[src/rtl/adc_scan_pkg.sv]
// Shared constants and types of the ADC scan sequencer.
// Assumes a fixed map: ten channels (eight inputs plus two references).
package adc_scan_pkg;
    localparam int NUM_CH = 10;
    localparam int CH_W   = 4;

    typedef enum logic [1:0] {
        ST_IDLE   = 2'd0,
        ST_SETTLE = 2'd1,
        ST_LAUNCH = 2'd2,
        ST_WAIT   = 2'd3
    } scan_state_t;
endpackage

[src/rtl/adc_scan_picker.sv]
// Finds the lowest set mask bit whose index is at or above `base`.
// Pure combinational logic. A base of N or above gives found = 0.
module adc_scan_picker #(
    parameter int N = 10,
    parameter int W = 4
) (
    input  logic [N-1:0] mask,
    input  logic [W-1:0] base,
    output logic         found,
    output logic [W-1:0] idx
);
    // Search downward so that the lowest qualifying index is assigned last.
    always_comb begin
        found = 1'b0;
        idx   = '0;
        for (int i = N - 1; i >= 0; i--) begin
            if (mask[i] && (i >= int'(base))) begin
                found = 1'b1;
                idx   = W'(i);
            end
        end
    end
endmodule

[src/rtl/adc_scan_ctrl.sv]
// Scan control: latches the configuration at start and walks the mask.
// Runs the settling counter, pulses the converter start and holds the
// sticky done flag. Assumes conv_done comes only after conv_start.
module adc_scan_ctrl
    import adc_scan_pkg::*;
#(
    parameter int SETTLE_CYC = 3750
) (
    input  logic              clk,
    input  logic              rst_n,
    input  logic [NUM_CH-1:0] cfg_mask,
    input  logic              cfg_settle_off,
    input  logic              start,
    input  logic              clr_done,
    input  logic              conv_done,
    output logic              busy,
    output logic [CH_W-1:0]   mux_sel,
    output logic              conv_start,
    output logic              wr_en,
    output logic [CH_W-1:0]   wr_idx,
    output logic              done_flag
);
    localparam int  LAST_CNT  = (SETTLE_CYC > 0) ? SETTLE_CYC - 1 : 0;
    localparam int  CNT_W     = (LAST_CNT > 0) ? $clog2(LAST_CNT + 1) : 1;
    localparam bit  NO_SETTLE = (SETTLE_CYC == 0);

    scan_state_t       state_q;
    logic [NUM_CH-1:0] mask_q;
    logic              skip_q;
    logic [CH_W-1:0]   cur_q;
    logic [CNT_W-1:0]  cnt_q;

    logic [NUM_CH-1:0] pick_mask;
    logic [CH_W-1:0]   pick_base;
    logic              pick_found;
    logic [CH_W-1:0]   pick_idx;
    logic              is_idle;
    logic              finish_evt;

    // Picker input: the live mask from index 0 when idle, else the latched mask above the current channel.
    always_comb begin
        is_idle   = (state_q == ST_IDLE);
        pick_mask = is_idle ? cfg_mask : mask_q;
        pick_base = is_idle ? '0 : cur_q + 1'b1;
    end

    adc_scan_picker #(.N(NUM_CH), .W(CH_W)) picker_i (
        .mask  (pick_mask),
        .base  (pick_base),
        .found (pick_found),
        .idx   (pick_idx)
    );

    // Scan end: an empty mask at start, or the last result accepted.
    assign finish_evt = ((is_idle && start) || (state_q == ST_WAIT && conv_done))
                        && !pick_found;

    // Main sequence: idle -> settle -> launch -> wait -> next channel or idle.
    always_ff @(posedge clk) begin
        if (!rst_n) begin
            state_q <= ST_IDLE;
            mask_q  <= '0;
            skip_q  <= 1'b0;
            cur_q   <= '0;
            cnt_q   <= '0;
        end else begin
            case (state_q)
                ST_IDLE: begin
                    if (start) begin
                        mask_q <= cfg_mask;
                        skip_q <= cfg_settle_off;
                        if (pick_found) begin
                            cur_q   <= pick_idx;
                            cnt_q   <= '0;
                            state_q <= (cfg_settle_off || NO_SETTLE) ? ST_LAUNCH : ST_SETTLE;
                        end
                    end
                end
                ST_SETTLE: begin
                    if (cnt_q == CNT_W'(LAST_CNT)) begin
                        state_q <= ST_LAUNCH;
                    end else begin
                        cnt_q <= cnt_q + 1'b1;
                    end
                end
                ST_LAUNCH: begin
                    state_q <= ST_WAIT;
                end
                ST_WAIT: begin
                    if (conv_done) begin
                        if (pick_found) begin
                            cur_q   <= pick_idx;
                            cnt_q   <= '0;
                            state_q <= (skip_q || NO_SETTLE) ? ST_LAUNCH : ST_SETTLE;
                        end else begin
                            state_q <= ST_IDLE;
                        end
                    end
                end
                default: state_q <= ST_IDLE;
            endcase
        end
    end

    // Sticky done flag: a completion wins over a clear in the same cycle.
    always_ff @(posedge clk) begin
        if (!rst_n) begin
            done_flag <= 1'b0;
        end else if (finish_evt) begin
            done_flag <= 1'b1;
        end else if (clr_done) begin
            done_flag <= 1'b0;
        end
    end

    // Outputs decoded from the state.
    always_comb begin
        busy       = !is_idle;
        mux_sel    = cur_q;
        conv_start = (state_q == ST_LAUNCH);
        wr_en      = (state_q == ST_WAIT) && conv_done;
        wr_idx     = cur_q;
    end
endmodule

[src/rtl/adc_result_bank.sv]
// One result register per channel, with a single combinational read port.
// Select values that name no channel read as zero.
module adc_result_bank #(
    parameter int N      = 10,
    parameter int W      = 4,
    parameter int DATA_W = 16
) (
    input  logic              clk,
    input  logic              rst_n,
    input  logic              wr_en,
    input  logic [W-1:0]      wr_idx,
    input  logic [DATA_W-1:0] wr_data,
    input  logic [W-1:0]      rd_sel,
    output logic [DATA_W-1:0] rd_data
);
    logic [DATA_W-1:0] slot_q [N];

    for (genvar g = 0; g < N; g++) begin : g_slot
        // Capture the result addressed to this slot.
        always_ff @(posedge clk) begin
            if (!rst_n) begin
                slot_q[g] <= '0;
            end else if (wr_en && (wr_idx == W'(g))) begin
                slot_q[g] <= wr_data;
            end
        end
    end

    // Read mux: a select with no matching slot leaves the output at zero.
    always_comb begin
        rd_data = '0;
        for (int i = 0; i < N; i++) begin
            if (rd_sel == W'(i)) rd_data = slot_q[i];
        end
    end
endmodule

[src/rtl/adc_scan_seq.sv]
// Top of the ADC scan sequencer: scan control, result buffers, interrupt gate.
// Assumes the converter answers each conv_start with one conv_done strobe.
module adc_scan_seq
    import adc_scan_pkg::*;
#(
    parameter int DATA_W     = 16,
    parameter int SETTLE_CYC = 3750
) (
    input  logic              clk,
    input  logic              rst_n,
    input  logic [9:0]        cfg_mask,
    input  logic              cfg_settle_off,
    input  logic [3:0]        cfg_rd_sel,
    input  logic              cfg_irq_en,
    input  logic              start,
    input  logic              clr_done,
    output logic [DATA_W-1:0] rd_data,
    output logic              busy,
    output logic              done_flag,
    output logic              irq,
    output logic [3:0]        mux_sel,
    output logic              conv_start,
    input  logic              conv_done,
    input  logic [DATA_W-1:0] conv_data
);
    logic            wr_en;
    logic [CH_W-1:0] wr_idx;

    adc_scan_ctrl #(.SETTLE_CYC(SETTLE_CYC)) ctrl_i (
        .clk            (clk),
        .rst_n          (rst_n),
        .cfg_mask       (cfg_mask),
        .cfg_settle_off (cfg_settle_off),
        .start          (start),
        .clr_done       (clr_done),
        .conv_done      (conv_done),
        .busy           (busy),
        .mux_sel        (mux_sel),
        .conv_start     (conv_start),
        .wr_en          (wr_en),
        .wr_idx         (wr_idx),
        .done_flag      (done_flag)
    );

    adc_result_bank #(.N(NUM_CH), .W(CH_W), .DATA_W(DATA_W)) bank_i (
        .clk     (clk),
        .rst_n   (rst_n),
        .wr_en   (wr_en),
        .wr_idx  (wr_idx),
        .wr_data (conv_data),
        .rd_sel  (cfg_rd_sel),
        .rd_data (rd_data)
    );

    // Interrupt: the status flag gated by its enable.
    assign irq = done_flag && cfg_irq_en;
endmodule

[config.mk]
export PLATFORM = sky130hd
export DESIGN_NAME = adc_scan_seq
export DESIGN_NICKNAME = d
export VERILOG_FILES = /design/src/rtl/adc_scan_pkg.sv /design/src/rtl/adc_scan_picker.sv /design/src/rtl/adc_scan_ctrl.sv /design/src/rtl/adc_result_bank.sv /design/src/rtl/adc_scan_seq.sv
export SDC_FILE = /design/constraint.sdc
export NUM_CORES = 1
export LEC_CHECK = 0
export ABC_CLOCK_PERIOD_IN_PS = 3400
export BUFFER_PORTS_ARGS = -buffer_cell sky130_fd_sc_hd__buf_4
export CORE_MARGIN = 4
export CORE_UTILIZATION = 32
export DETAILED_ROUTE_END_ITERATION = 16
export PLACE_DENSITY = 0.45
export SLEW_MARGIN = 40
export SYNTH_ARGS = -nofsm -noshare
export SYNTH_HDL_FRONTEND = slang
export SYNTH_SLANG_ARGS = --single-unit
[constraint.sdc]
create_clock -name clk -period 3.4 [get_ports clk]
set_clock_uncertainty 0.05 [all_clocks]
set_input_delay 0.34 -clock clk [delete_from_list [all_inputs] [get_ports clk]]
set_output_delay 0.34 -clock clk [all_outputs]
set_load 0.05 [all_outputs]
* Word level (Yosys, flattened, before mapping) *
Memories as Yosys holds them, arrays and structs flattened.
Cells that the tools add are included.

storage, ports and cells
  logic and storage cells = 185
  bits in writable memories = 160
  output and inout port bits = 24
  bits of input ports = 37
  register bits = 30
  memories kept = 1

cells by class
  muxes and demuxes = 92
  reduce and logical (&&, ||, !) cells = 37
  eq/ne operators = 27
  magnitude comparators = 10
  bitwise gates (word level) = 10
  add/sub/neg operators = 2

memory list
  memory         words  bits a word  read ports  clocked after Yosys merged registers in  wr ports  line                   source
  bank_i.slot_q  10     16           10          0                                        10        adc_result_bank.sv:16  logic [DATA_W-1:0] slot_q [N];

operators with widths
  kind                                                                                count
  16-bit 2-to-1 mux                                                                   20
  4-bit 2-to-1 mux                                                                    14
  12-bit 2-to-1 mux                                                                   4
  1-bit 2-to-1 mux                                                                    43
  12-bit case mux with 3 select lines                                                 1
  4-bit by 3-bit == test with 1-bit output, second input constant                     8
  1-bit logical AND                                                                   24
  4-bit by 2-bit == test with 1-bit output, second input constant                     4
  4-bit == test, second input constant                                                4
  3-bit by 4-bit greater-or-equal comparator with 1-bit output, first input constant  4
  2-bit 2-to-1 mux                                                                    7
  12-bit by 1-bit adder with 12-bit output, second input constant                     1
  12-bit == test, second input constant                                               1
  10-bit 2-to-1 mux                                                                   1
  1-bit bitwise OR                                                                    10
  4-bit by 1-bit == test with 1-bit output, second input constant                     2
  1-bit by 4-bit greater-or-equal comparator with 1-bit output, first input constant  2
  2-bit by 4-bit greater-or-equal comparator with 1-bit output, first input constant  2
  4-bit greater-or-equal comparator, first input constant                             2
  4-bit zero test                                                                     2
  2-bit case mux with 4 select lines                                                  1
  4-bit case mux with 2 select lines                                                  1
  4-bit AND reduction                                                                 2
  2-bit inequality test, second input constant                                        3
  11 further kinds                                                                    15

* Logic depth before layout (Yosys ltp) *
  depth in word-level cells = 17
  depth in mapped cells = 11
  gate-level depth less buffers = 9

* Cells and area by module *
Synthesis repeated with hierarchy kept, for this count alone.

unflattened totals
  cells, all modules = 877
  area total of the unflattened synthesis = 9789.4 sq um

modules (own cells, without submodules)
  module           times used  area an instance (sq um)  sequential area each (sq um)  cells each
  adc_result_bank  1           7826.3                    4804.6                        630
  adc_scan_ctrl    1           1615.3                    600.6                         194
  adc_scan_picker  1           341.6                     0.0                           52
  adc_scan_seq     1           6.3                       0.0                           1

* Least setup slack after synthesis *
OpenSTA, ideal clock, no wires.

  path type = register to register
  from = register ctrl_i.cur_q[0] (netlist: ctrl_i.mux_sel[0])
  to = register ctrl_i.cnt_q[2]
  arrival = 3.026 ns
  buffers on the path = 2
  library setup time = 0.073 ns
  cell stages (with the launch flop) = 11
  slack = 0.251 ns
  data required time = 3.277 ns
  clock period less this slack = 3.149 ns
  path through = dfxtp_1 inv_1 ha_1 clkbuf_1 o21bai_1 a2111oi_4 or3_4 nor3_2 buf_6 or4_1 a21oi_1

on the way
  word-level cells in the longest chain between the ends = 17
  elaborated cells on any way between the ends = 36
  those cells by class = add/sub (1); order compare (10); mux (15); reduce/logical (10)

ends and longest elaborated chain
  what                                        line                   source
  start, declared                             adc_scan_ctrl.sv:30    logic [CH_W-1:0] cur_q;
  start signal, assigned                      adc_scan_ctrl.sv:73    cur_q <= pick_idx;
  start signal, assigned                      adc_scan_ctrl.sv:92    cur_q <= pick_idx;
  4-bit by 1-bit adder with 4-bit output (*)  adc_scan_ctrl.sv:44    pick_base = is_idle ? '0 : cur_q + 1'b1;
  4-bit 2-to-1 mux (*)                        adc_scan_ctrl.sv:44
  4-bit greater-or-equal comparator           adc_scan_picker.sv:17  if (mask[i] && (i >= int'(base))) begin
  1-bit logical AND                           adc_scan_picker.sv:17
  1-bit 2-to-1 mux (9 in a row)               adc_scan_picker.sv:17
  1-bit 2-to-1 mux (*)                        adc_scan_picker.sv:17
  12-bit 2-to-1 mux (*)                       n/a
  12-bit 2-to-1 mux (on tied branches)        n/a
  12-bit case mux with 3 select lines (*)     n/a
  end signal, assigned                        adc_scan_ctrl.sv:83    cnt_q <= cnt_q + 1'b1;
  end, declared                               adc_scan_ctrl.sv:31    logic [CNT_W-1:0] cnt_q;

Mark *: on every way between the ends. The rest lies on a longest branch, timed or not. The select of a mux whose other input is x is not followed.
A chain may end at the register's enable or synchronous reset.

* Worst setup path in the final report *
  from = register ctrl_i.cur_q[0] (netlist: ctrl_i.mux_sel[0])
  to = register ctrl_i.cnt_q[0]

The elaborated chain is that of the path after synthesis.

==> metrics.md <==
| Metric | Value |
|---|---|
| Ys Warns | 0 |
| Syn nets | roughly 810 |
| Global-route wire length before repair | approximately 38000 µm |
| Dpl hpwl | around 16000 µm |
| Biggest area consumer among synthesized cells | edfxtp_1 |
| Antenna violations before repair | 0 |
| Final wirelength | between 20000 and 25000 µm |
| CTS tree | built |
| Pre-CTS WS | 252 ps |
| Clock latency on the worst-skew pair | 430 ps |
| Die area | 0.0310 mm² |
| Total Routing Usage GR | 15.9% |
| Area Overhead vs Synth | 17.7% |
| Finished Cell Area | about 0.011 mm² |
| Final Hold Fails | 0 |
| Tcrit/Tclk final | between 80 and 90% |
| DRT Pass-1 Iters | 7 |
| Crit-path max FO | 11 |
| WL per Instance | around 20 µm |
| Setup TNS | 0 ps |
| Mapped Cells | a little under 800 |
| Sw Pwr | around 2.2 mW |
| Slew Limit Fails | 0 |
| Run status | completed |
| Top cell type's share of synthesized area | between 50 and 60% |
| Die height | ~180 µm |
| Hold Slack | ~110 ps |
| Vias/cell | about 5.0 |
| Post-synthesis sequential area ratio | about three fifths |
| Final WS setup | 374 ps |
| Worst slew margin relative to its limit | between 40 and 50% |
| DP Area | approximately 0.010 mm² |
| Hold_sp | cfg_settle_off |
| Period minus WS final | slightly above 3000 ps |
| LEAKAGE | roughly 3.9 nW |
| Clock power frac | between 30 and 40% |
| Nets@finish | a little under 900 |
| R2r startpoint | ctrl_i.mux_sel[0] |
| RSZ-0062 raised after global routing | false |
| Synth Register Bits | 190 |
| GPL Wtd Cong | around 0.8 |
| # IOs | 61 |
| Top cells by area, synth | edfxtp_1 53%, and2_1 11%, dfxtp_1 6.6%, a21oi_1 2.9%, nand2_1 2.6% |
| CP Class | flop to flop |
| Vias in the first global route | between 6000 and 7000 |
| Gr ovfl total | 0 |
| Detail Route Antenna Nets | 0 |
| H-tree depth | 4 |
| Antenna cell count | 0 |
| Initial Utilization | between 30% and 40% |
| Maximum clock rate | roughly 330 MHz |
| Synth cell count leaders | 161 x and2_1, 160 x edfxtp_1, 62 x nand2_1, 52 x a21oi_1, 44 x nor2_1 |
| Ys flop type | edfxtp_1 |
| DRC errors left | 0 |
| Clk pin slew, worst setup/hold paths | ~80 ps |
| CP Capture Type | flop |
| Width of the die | approximately 180 µm |
| Synth cell types | 68 |
| Bufs on Longest Clock Path | 2 |
| Hold path cells | 3 |
| Syn avg cell area | ~12 µm² |
| Hold Buf Count CTS | 0 |
| # setup viols final | 0 |
| Peak supply drop | 0.000321 V |
| EDFF count, synth | 160 |
| Setup crit start kind | flop |
| Port Buf Inserts | 60 |
| PnR Total Power | roughly 6.3 mW |
| Vias | between 6000 and 7000 |
| Crit path from | ctrl_i.mux_sel[0] |
| Least-Margin Pin Slew | approximately 760 ps |
| Worst reg2reg path depth | 9 |
| Power Density | approximately 590 mW/mm² |
| HP Class | input pin to flop |
| Max Cap Violations | 0 |
| Flop pwr share | between 40% and 50% |
| Post-synth ARST share | 0% |
| WP data arrival | between 3000 and 4000 ps |
| Switching share of power | about a third |
| Core footprint | roughly 0.028 mm² |
| Data required, critical path | roughly 3700 ps |
| Fraction of layout cells with a size suffix above 1 | between 10% and 20% |
| Clk root buf | clkbuf_16 |
| Drt initial violations | 466 |
| Post-CTS Setup Repair Bufs | 0 |
| Post-Syn Area | slightly above 0.009 mm² |
| Combinational share of power | 23.5% |
| CTS sink count | between 150 and 200 |
| TritonCTS Buffers | 17 |
| Internal cell power | 4.16 mW |
| Cell Rows | just over 60 |
| Pin count of the biggest net entering global routing | 23 |
| Count leader, synth | and2_1 |
logic make-up after synthesis:
kind of cell    synth area share, %
simple gates                   20.8
fa+ha+maj                     0.829
buf+inv                        2.35
xor+xnor                      0.194
compound gates                 12.0
mux                            4.13
flops                          59.7
power groups by stage:
stage	sequential, mW	clock [mW]	combinational (mW)
CTS	2.79	2.09	1.49
global placement	2.83	0	1.47
floorplan	2.83	0	1.05
finish	2.79	2.04	1.49
detailed placement	2.84	0	1.49
global route	2.81	2.19	1.64
final cells by class:
type | instances | area, µm²
multi-input cells | 530 | 3450
well taps | 378 | 473
inverters | 11 | 41.3
clock buffers | 17 | 425
fillers | 2704 | 17200
flip-flops and latches | 190 | 5410
repair buffers | 90 | 676
clock inverters | 15 | 180
state kept, by name (all words and copies together), names as in the netlist:
name,cells
ctrl_i.done_flag,1
ctrl_i.mask_q,10
ctrl_i.skip_q,1
ctrl_i.state_q,2
bank_i.slot_q,160
ctrl_i.cnt_q,12
ctrl_i.mux_sel,4
routing by layer:
| layer | track usage, % | share of wire, % | up-vias |
|---|---|---|---|
| li1 | - | - | 2978 |
| met1 | 19.9 | 43 | 3036 |
| met2 | 28.6 | 52 | 120 |
| met3 | 3.36 | 4.1 | 13 |
| met4 | 3.28 | 0.92 | 0 |
| met5 | 0 | 0 | - |
layout by cell type, fill, tap and decap left out, types with 4 or more instances in the layout:
| cell type | n |
|---|---|
| o21ai_0 | 9 |
| a22o_1 | 4 |
| or3_1 | 7 |
| ha_1 | 6 |
| nand2_1 | 62 |
| mux2i_1 | 16 |
| edfxtp_1 | 160 |
| nor3_1 | 12 |
| a211oi_1 | 4 |
| o21ai_1 | 15 |
| and2_1 | 161 |
| nand2b_1 | 11 |
| inv_6 | 5 |
| nand3_1 | 15 |
| a221oi_1 | 4 |
| a22oi_1 | 7 |
| clkbuf_16 | 17 |
| or4_1 | 4 |
| o31ai_1 | 4 |
| or2_2 | 4 |
| clkinv_8 | 4 |
| o22ai_1 | 9 |
| a222oi_1 | 13 |
| inv_1 | 9 |
| nor2_1 | 42 |
| mux4_2 | 9 |
| a21oi_1 | 52 |
| and3_1 | 4 |
| dfxtp_1 | 30 |
| a31oi_1 | 4 |
| buf_4 | 90 |
final timing paths:
| kind | to | slack (ps) |
|---|---|---|
| max | ctrl_i.cnt_q[0] | 370 |
| min | ctrl_i.skip_q | 110 |
| max reg2reg | ctrl_i.cnt_q[0] | 370 |
| min reg2reg | ctrl_i.mask_q[6] | 420 |
worst max-delay path, stage by stage, from the launching register on:
cell      delay [ps]
dfxtp_1          540
inv_1            160
ha_1             480
nand2b_1         140
o32ai_1          230
a31oi_1          190
or3_4            400
nor3_4           390
nor2_1           110
a211oi_1         230
stage by stage:
| step | instances | utilization (%) |
|---|---|---|
| 2_1_floorplan | 771 | - |
| 3_3_place_gp | 1199 | 36.0 |
| 3_5_place_dp | 1199 | 36.0 |
| 4_1_cts | 1231 | 38.2 |
| 5_1_grt | 1231 | 38.2 |
| 6_report | 1231 | 38.2 |
what timing repair did:
action	CTS	global route
hold endpoints to repair	0	0
gates resized for setup	0	1
setup endpoints to repair	0	1
Power figures use the tool's default switching activity.
